===== config.mk =====
export PLATFORM = sky130hd
export DESIGN_NAME = bch_tdm_router
export DESIGN_NICKNAME = d
export VERILOG_FILES = /design/src/rtl/bch_pkg.sv /design/src/rtl/bch_frame_timer.sv /design/src/rtl/bch_cfg_regs.sv /design/src/rtl/bch_up_path.sv /design/src/rtl/bch_dn_path.sv /design/src/rtl/bch_tdm_router.sv
export SDC_FILE = /design/constraint.sdc
export NUM_CORES = 1
export LEC_CHECK = 0
export ABC_AREA = 1
export CAP_MARGIN = 20
export CORE_UTILIZATION = 50
export DETAILED_ROUTE_END_ITERATION = 6
export PLACE_DENSITY_LB_ADDON = 0.3
export REMOVE_ABC_BUFFERS = 1
export SYNTH_ARGS = -nofsm -noshare
export SYNTH_HDL_FRONTEND = slang
export SYNTH_SLANG_ARGS = --single-unit

===== constraint.sdc =====
create_clock -name clk -period 2.4 [get_ports clk]
set_clock_uncertainty 0.15 [all_clocks]
set_input_delay 0.72 -clock clk [delete_from_list [all_inputs] [get_ports clk]]
set_output_delay 0.72 -clock clk [all_outputs]
set_load 0.005 [all_outputs]

===== src/rtl/bch_pkg.sv =====
// Package: shared address codes and helpers for the B-channel TDM router.
// Assumes: two B channels, configuration words 8 bits wide.
package bch_pkg;
    typedef enum logic {
        CFG_SRC   = 1'b0,
        CFG_ROUTE = 1'b1
    } cfg_addr_e;

    // A channel keeps the subscriber bus only when both of its select bits are 1.
    function automatic logic pick_bus(input logic [1:0] sel_pair);
        return &sel_pair;
    endfunction
endpackage


===== src/rtl/bch_frame_timer.sv =====
// Module: bch_frame_timer
// Counts system clocks into bit periods and bit periods into frames.
// Assumes: BIT_DIV is even and at least 2; counters restart at reset.
module bch_frame_timer #(
    parameter int BIT_DIV    = 4,
    parameter int FRAME_BITS = 32,
    localparam int PW = (BIT_DIV > 1) ? $clog2(BIT_DIV) : 1,
    localparam int BW = $clog2(FRAME_BITS)
) (
    input  logic          clk,
    input  logic          rst_n,
    output logic [PW-1:0] phase,
    output logic [BW-1:0] bit_idx,
    output logic          mid_bit,
    output logic          bit_end,
    output logic          frame_end
);
    localparam logic [PW-1:0] PH_LAST = PW'(BIT_DIV - 1);
    localparam logic [PW-1:0] PH_MID  = PW'(BIT_DIV / 2);
    localparam logic [BW-1:0] BIT_LAST = BW'(FRAME_BITS - 1);

    assign bit_end   = (phase == PH_LAST);
    assign mid_bit   = (phase == PH_MID);
    assign frame_end = bit_end && (bit_idx == BIT_LAST);

    // Advance clock phase within a bit and bit index within a frame.
    always_ff @(posedge clk) begin
        if (!rst_n) begin
            phase   <= '0;
            bit_idx <= '0;
        end else if (bit_end) begin
            phase   <= '0;
            bit_idx <= (bit_idx == BIT_LAST) ? '0 : bit_idx + 1'b1;
        end else begin
            phase <= phase + 1'b1;
        end
    end
endmodule


===== src/rtl/bch_cfg_regs.sv =====
// Module: bch_cfg_regs
// Holds the source-select nibble and the active-low routing bits 7:2.
// Assumes: write-only port; unused bits of each word are not stored.
module bch_cfg_regs
    import bch_pkg::*;
(
    input  logic       clk,
    input  logic       rst_n,
    input  logic       cfg_we,
    input  logic       cfg_addr,
    input  logic [7:0] cfg_wdata,
    output logic [3:0] src_sel,
    output logic [5:0] route_n
);
    // Capture configuration writes; reset selects the bus and disables all slots.
    always_ff @(posedge clk) begin
        if (!rst_n) begin
            src_sel <= 4'hF;
            route_n <= 6'h3F;
        end else if (cfg_we) begin
            if (cfg_addr == CFG_SRC) src_sel <= cfg_wdata[3:0];
            else                     route_n <= cfg_wdata[7:2];
        end
    end
endmodule


===== src/rtl/bch_up_path.sv =====
// Module: bch_up_path
// Captures highway slot bytes and chooses, per channel, bus or highway byte
// for the upstream direction, switching source only at frame end.
// Assumes: slots lie wholly inside the frame.
module bch_up_path
    import bch_pkg::*;
#(
    parameter int FRAME_BITS = 32,
    parameter int SLOT_W     = 8,
    parameter int S1_POS     = 1,
    parameter int S2_POS     = 9,
    localparam int BW = $clog2(FRAME_BITS)
) (
    input  logic                       clk,
    input  logic                       rst_n,
    input  logic [BW-1:0]              bit_idx,
    input  logic                       mid_bit,
    input  logic                       frame_end,
    input  logic                       tdm_di,
    input  logic [3:0]                 src_sel,
    input  logic [1:0][SLOT_W-1:0]     bus_b,
    output logic [1:0][SLOT_W-1:0]     up_b,
    output logic                       up_valid
);
    logic [3:0] sel_act;

    // Latch the selection word at the frame boundary only.
    always_ff @(posedge clk) begin
        if (!rst_n)         sel_act <= 4'hF;
        else if (frame_end) sel_act <= src_sel;
    end

    // Frame-end strobe toward the line side.
    always_ff @(posedge clk) begin
        if (!rst_n) up_valid <= 1'b0;
        else        up_valid <= frame_end;
    end

    for (genvar ch = 0; ch < 2; ch++) begin : g_ch
        localparam logic [BW-1:0] LO = BW'((ch == 0) ? S1_POS : S2_POS);
        localparam logic [BW-1:0] HI = BW'(((ch == 0) ? S1_POS : S2_POS) + SLOT_W - 1);
        logic [SLOT_W-1:0] cap;
        logic              in_slot;
        assign in_slot = (bit_idx >= LO) && (bit_idx <= HI);

        // Shift highway bits in, MSB first, at mid-bit within the slot.
        always_ff @(posedge clk) begin
            if (!rst_n)                  cap <= '1;
            else if (mid_bit && in_slot) cap <= {cap[SLOT_W-2:0], tdm_di};
        end

        // Deliver the chosen byte at frame end.
        always_ff @(posedge clk) begin
            if (!rst_n)         up_b[ch] <= '0;
            else if (frame_end) up_b[ch] <= pick_bus(sel_act[2*ch +: 2]) ? bus_b[ch] : cap;
        end
    end

    assert_sel_hold_R4: assert property (@(posedge clk) disable iff (!rst_n)
        !frame_end |=> $stable(sel_act));
    assert_valid_pulse_R5: assert property (@(posedge clk) disable iff (!rst_n)
        up_valid |=> !up_valid);
endmodule


===== src/rtl/bch_dn_path.sv =====
// Module: bch_dn_path
// Serialises the downstream line bytes into their highway slots when enabled.
// Assumes: bytes are taken at frame end and sent in the following frame.
module bch_dn_path #(
    parameter int FRAME_BITS = 32,
    parameter int SLOT_W     = 8,
    parameter int S1_POS     = 1,
    parameter int S2_POS     = 9,
    localparam int BW = $clog2(FRAME_BITS)
) (
    input  logic                   clk,
    input  logic                   rst_n,
    input  logic [BW-1:0]          bit_idx,
    input  logic                   bit_end,
    input  logic                   frame_end,
    input  logic                   hwy_en_n,
    input  logic [1:0]             slot_en_n,
    input  logic [1:0][SLOT_W-1:0] line_b,
    output logic                   tdm_dat,
    output logic                   tdm_oe
);
    logic [1:0] drive;
    logic [1:0] bit_out;

    for (genvar ch = 0; ch < 2; ch++) begin : g_ch
        localparam logic [BW-1:0] LO = BW'((ch == 0) ? S1_POS : S2_POS);
        localparam logic [BW-1:0] HI = BW'(((ch == 0) ? S1_POS : S2_POS) + SLOT_W - 1);
        logic [SLOT_W-1:0] sh;
        logic              in_slot;
        assign in_slot     = (bit_idx >= LO) && (bit_idx <= HI);
        assign drive[ch]   = in_slot && !hwy_en_n && !slot_en_n[ch];
        assign bit_out[ch] = sh[SLOT_W-1];

        // Load at frame end, shift out MSB first at each slot bit end.
        always_ff @(posedge clk) begin
            if (!rst_n)                  sh <= '1;
            else if (frame_end)          sh <= line_b[ch];
            else if (bit_end && in_slot) sh <= {sh[SLOT_W-2:0], 1'b1};
        end
    end

    assign tdm_oe  = |drive;
    assign tdm_dat = drive[0] ? bit_out[0] : (drive[1] ? bit_out[1] : 1'b1);

    assert_idle_high_R8: assert property (@(posedge clk) disable iff (!rst_n)
        !tdm_oe |-> tdm_dat);
endmodule


===== src/rtl/bch_tdm_router.sv =====
// Module: bch_tdm_router (top)
// Routes two B channels among line side, subscriber bus and a TDM highway;
// gates the highway clock and strobe on the global and slot enables.
// Assumes: BIT_DIV even >= 2; slots start at bit 1 or later and fit the frame.
module bch_tdm_router #(
    parameter int BIT_DIV    = 4,
    parameter int FRAME_BITS = 32,
    parameter int SLOT_W     = 8,
    parameter int S1_POS     = 1,
    parameter int S2_POS     = 9
) (
    input  logic              clk,
    input  logic              rst_n,
    input  logic              cfg_we,
    input  logic              cfg_addr,
    input  logic [7:0]        cfg_wdata,
    input  logic              hwy_en_n,
    input  logic [SLOT_W-1:0] bus_b1,
    input  logic [SLOT_W-1:0] bus_b2,
    input  logic              tdm_di,
    input  logic [SLOT_W-1:0] line_b1,
    input  logic [SLOT_W-1:0] line_b2,
    output logic [SLOT_W-1:0] up_b1,
    output logic [SLOT_W-1:0] up_b2,
    output logic              up_valid,
    output logic              tdm_clk,
    output logic              tdm_fs,
    output logic              tdm_dat,
    output logic              tdm_oe
);
    localparam int PW = (BIT_DIV > 1) ? $clog2(BIT_DIV) : 1;
    localparam int BW = $clog2(FRAME_BITS);
    localparam logic [PW-1:0] HALF = PW'(BIT_DIV / 2);

    logic [PW-1:0]          phase;
    logic [BW-1:0]          bit_idx;
    logic                   mid_bit, bit_end, frame_end;
    logic [3:0]             src_sel;
    logic [5:0]             route_n;
    logic [1:0][SLOT_W-1:0] up_b;
    logic                   clk_on;

    bch_frame_timer #(.BIT_DIV(BIT_DIV), .FRAME_BITS(FRAME_BITS)) u_timer (
        .clk(clk), .rst_n(rst_n), .phase(phase), .bit_idx(bit_idx),
        .mid_bit(mid_bit), .bit_end(bit_end), .frame_end(frame_end));

    bch_cfg_regs u_cfg (
        .clk(clk), .rst_n(rst_n), .cfg_we(cfg_we), .cfg_addr(cfg_addr),
        .cfg_wdata(cfg_wdata), .src_sel(src_sel), .route_n(route_n));

    bch_up_path #(.FRAME_BITS(FRAME_BITS), .SLOT_W(SLOT_W),
                  .S1_POS(S1_POS), .S2_POS(S2_POS)) u_up (
        .clk(clk), .rst_n(rst_n), .bit_idx(bit_idx), .mid_bit(mid_bit),
        .frame_end(frame_end), .tdm_di(tdm_di), .src_sel(src_sel),
        .bus_b({bus_b2, bus_b1}), .up_b(up_b), .up_valid(up_valid));

    // Routing bits 5 and 6 sit at positions 3 and 4 of the stored 7:2 field.
    bch_dn_path #(.FRAME_BITS(FRAME_BITS), .SLOT_W(SLOT_W),
                  .S1_POS(S1_POS), .S2_POS(S2_POS)) u_dn (
        .clk(clk), .rst_n(rst_n), .bit_idx(bit_idx), .bit_end(bit_end),
        .frame_end(frame_end), .hwy_en_n(hwy_en_n),
        .slot_en_n(route_n[4:3]), .line_b({line_b2, line_b1}),
        .tdm_dat(tdm_dat), .tdm_oe(tdm_oe));

    assign up_b1 = up_b[0];
    assign up_b2 = up_b[1];

    // Highway timing runs only with the global enable and any slot enable set.
    assign clk_on  = !hwy_en_n && (route_n != 6'h3F);
    assign tdm_clk = clk_on && (phase < HALF);
    assign tdm_fs  = clk_on && (bit_idx == '0);

    assert_oe_clear_of_fs_R9: assert property (@(posedge clk) disable iff (!rst_n)
        tdm_oe |-> !tdm_fs);
    assert_bytes_hold_R5: assert property (@(posedge clk) disable iff (!rst_n)
        !up_valid |-> $stable(up_b1) && $stable(up_b2));
endmodule


==> impl_metrics.tcl <==
set metrics [dict create \
    post_syn_instances 406 \
    area_share_of_the_leading_cell_type_in_the_synthesized_netlist_pct 47.00 \
    layout.nets 540 \
    chipWidth_um 79.22 \
    min_hold_slack_ns 0.3057 \
    number_of_storage_elements_in_the_synthesis_netlist 70 \
    slack_of_the_worst_reg_to_reg_path_ns 0.25 \
    placement_rows 27 \
    worst-setup-path-type "reg -> out" \
    filler_cell_count 446 \
    grt_max_degree 24 \
    cts_root_buf "clkbuf_8" \
    tritoncts "done" \
    first_global_vias 2795 \
    ys_warn_count 0 \
    post_synth_num_cell_types 26 \
    fin_crit_sh_pct 99.57 \
    cts_buffers 9 \
    peakVddDrop_mv 0.3497 \
    hpwlAfterDp_um 4804 \
    run_status "finished clean" \
    synth-simple-area-share_pct 36.13 \
    via_per_inst 5.237 \
    syn_area_sq_mm 0.002982 \
    drive_above_1_share_pct 15.21 \
    ant_nets 0 \
    synth_xor_area_share_pct 0 \
    synth-compound-area-share_pct 8.561 \
    layout-area-overhead-vs-synth_pct 39.87 \
    design.core.area_sq_mm 0.005642 \
    cts_sinks 70 \
    power_frac_comb_pct 11.5 \
    synth_top_family_by_area "simple AND/OR/NAND/NOR gates" \
    synth.mux.area_fraction_pct 0 \
    switchingPower_w 0.0006247 \
    timing.setup.tns_ns 0 \
    synthAdderAreaFrac_pct 2.518 \
    via_count 2959 \
    post_synth_main_area_contributors "dfxtp_1 47%, nand2_1 15%, nand3_1 11%" \
    max_cap_violations 0 \
    routedWlPerCell_um 12.52 \
    multi_input_comb_area_sq_mm 0.001524 \
    crit_path_start_kind "flop" \
    htree_num_levels 3 \
    rsz0062_at_grt "yes" \
    final_core_utilization_pct 73.92 \
    synth.largest_area_cell "dfxtp_1" \
    seq_area_frac_synth_pct 47.00 \
    drcViolationCount 0 \
    clkLatencyLatePin_ns 0.34 \
    die_y_um 79.22 \
    number_of_antenna_violations_at_the_first_check_in_global_routing 0 \
    layoutNonFillerInstCount 565 \
    fin_crit_ns 2.390 \
    netSwitchingFraction_pct 22.93 \
    detail_route.wirelength_um 7072 \
    globalRoute.totalOverflow 0 \
    drt_pre_antenna_iters 4 \
    final_count_of_pins_violating_max_slew 0 \
    cp_data_arrival_time_ns 1.52 \
    worst_rel_slew_slack_pct 69.73 \
    max-clock-path-buffers 2 \
    power.clock.fraction_pct 43.8 \
    min-delay-path-class "reg -> reg" \
    worst-path-max-fanout 4 \
    power.density_mw_per_mm2 653.2 \
    timing_worst_slew_pin_value_ns 0.4524 \
    endpoint_kind "primary output" \
    final-seq-area_sq_mm 0.001408 \
    grt_pass1_wl_um 12010 \
    placement.io_buffers 66 \
    finalSetupViolCount 0 \
    first_drt_iteration_drcs 118 \
    power_report.internal_total_w 0.002099 \
    timing_hold_violations_final 0 \
    number_of_placed_instances_with_taps_included 544 \
    fmaxAchievable_mhz 418.5 \
    final_weighted_congestion_in_routability_driven_placement 0.8245 \
    pwr-share-seq_pct 44.7 \
    pin_count 67 \
    floorplan.die_area_sq_mm 0.006276 \
    quantity_of_hold_fixing_buffers_added_after_cts 0 \
    antenna_cells 0 \
    starting_density_of_the_core_pct 52.85 \
    grt_usage_pct 24.48 \
    post_synth.cell_area_avg_sq_um 7.344 \
    crit_path_required_time_ns 1.53 \
    power_leakage_nw 1.881 \
    clk_pin_slew_ns 0.08 \
]
[path summary, 6_finish.rpt]
kind / from / depth (start not counted) / endpoint
hold reg to reg: u_up.up_b[5] / 2 / u_up.up_b[5]
setup reg to reg: u_timer.bit_idx[0] / 10 / u_up.up_b[0]
setup / recovery: u_timer.bit_idx[0] / 10 / tdm_dat
hold / removal: u_up.up_b[5] / 2 / u_up.up_b[5]
[stage by stage]
step	setup slack [ns]	total power [W]	area, sq um
2_1_floorplan	0.1418	0.001354	2908
3_3_place_gp	-0.5912	0.001498	3764
3_5_place_dp	-0.6207	0.001506	3764
4_1_cts	-0.007800	0.002725	4135
5_1_grt	-0.09910	0.002826	4170
6_report	0.01028	0.002724	4170
[power by group through the flow]
stage / Combinational (W) / Sequential, W / Clock (W)
finish: 0.000312 / 0.00122 / 0.00119
floorplan: 0.000120 / 0.00123 / 0
detailed placement: 0.000267 / 0.00124 / 0
global route: 0.000342 / 0.00122 / 0.00126
global placement: 0.000261 / 0.00124 / 0
CTS: 0.000301 / 0.00122 / 0.00121
[cell usage after synthesis]
| library cell | count |
|---|---|
| nand3_1 | 68 |
| o21bai_1 | 1 |
| nand2_2 | 5 |
| nand2_4 | 2 |
| buf_4 | 4 |
| nand4_1 | 2 |
| nor2_2 | 2 |
| ha_1 | 6 |
| nand3_4 | 1 |
| dfxtp_1 | 70 |
| clkbuf_1 | 5 |
| o211ai_1 | 4 |
| o21ai_0 | 20 |
| a211oi_1 | 1 |
| nand2_1 | 119 |
| o21ai_1 | 14 |
| inv_4 | 2 |
| buf_2 | 5 |
| nand3_2 | 1 |
| a21oi_1 | 8 |
| nand3b_1 | 1 |
| inv_2 | 4 |
| inv_1 | 19 |
| nor2_1 | 32 |
| nor3_1 | 9 |
| nor2_4 | 1 |
[per-layer routing]
| metal | global-route usage [%] | vias to the layer above | part of all wire [%] |
|---|---|---|---|
| li1 | - | 1496 | - |
| met1 | 28.89 | 1333 | 43 |
| met2 | 42.41 | 116 | 48 |
| met3 | 4.023 | 14 | 6.7 |
| met4 | 12.73 | 0 | 2.0 |
| met5 | 0 | - | 0 |
[state kept, by name (all words and copies together), names as in the netlist]
register         flops
u_up.g_ch.cap       16
u_cfg.src_sel        4
u_up.up_b           16
u_dn.g_ch.sh        16
u_cfg.route_n        6
u_timer.phase        2
u_up.sel_act         4
u_timer.bit_idx      5
u_up.up_valid        1
[worst max-delay path: stages (launching register included)]
cell      delay (ns)
dfxtp_4         0.38
inv_4           0.07
ha_4            0.14
nand3_4         0.09
nand2_4         0.08
nand3_4         0.07
inv_2           0.06
nand3b_1        0.07
nand2_1         0.06
nand2_1         0.04
buf_2           0.12
[cell type report]
cell class / instances / share of cell area, %
Multi-Input combinational cell: 297 / 36.54
Clock buffer: 11 / 3.630
Sequential cell: 70 / 33.75
Inverter: 25 / 2.490
Timing Repair Buffer: 85 / 18.93
Tap cell: 72 / 2.160
Clock inverter: 5 / 2.490
[repair_timing]
action / in CTS / in global routing
pin swaps: 7 / 4
cloned: 0 / 0
resized for setup: 44 / 8
setup endpoints to repair: 4 / 32
buffers inserted: 3 / 2
[kinds of logic after synthesis]
family	count (synthesis)
AOI/OAI and AO/OA	48
adders and majority gates	6
buffers and inverters	39
DFF	70
and+or+nand+nor	243
[placed cells by master, fill, tap and decap left out, types with 2 or more instances in the layout]
| cell type | synthesis | final |
|---|---|---|
| nand2_4 | 2 | 6 |
| bufinv_16 | 0 | 3 |
| inv_2 | 4 | 6 |
| nor2_1 | 32 | 27 |
| nor2_2 | 2 | 3 |
| nand3_4 | 1 | 3 |
| clkdlybuf4s50_1 | 0 | 61 |
| nand4_1 | 2 | 2 |
| nand3_1 | 68 | 67 |
| dfxtp_1 | 70 | 67 |
| o21ai_1 | 14 | 14 |
| buf_6 | 0 | 2 |
| ha_4 | 0 | 2 |
| dfxtp_2 | 0 | 2 |
| o211ai_1 | 4 | 4 |
| nor3_1 | 9 | 8 |
| inv_4 | 2 | 4 |
| buf_2 | 5 | 3 |
| nand2_1 | 119 | 118 |
| buf_4 | 4 | 17 |
| nor2_4 | 1 | 5 |
| a21oi_1 | 8 | 8 |
| ha_1 | 6 | 4 |
| clkbuf_8 | 0 | 11 |
| o21ai_0 | 20 | 20 |
| nand2_2 | 5 | 2 |
| inv_1 | 19 | 15 |
No activity file was read; power rests on OpenSTA's default activity.
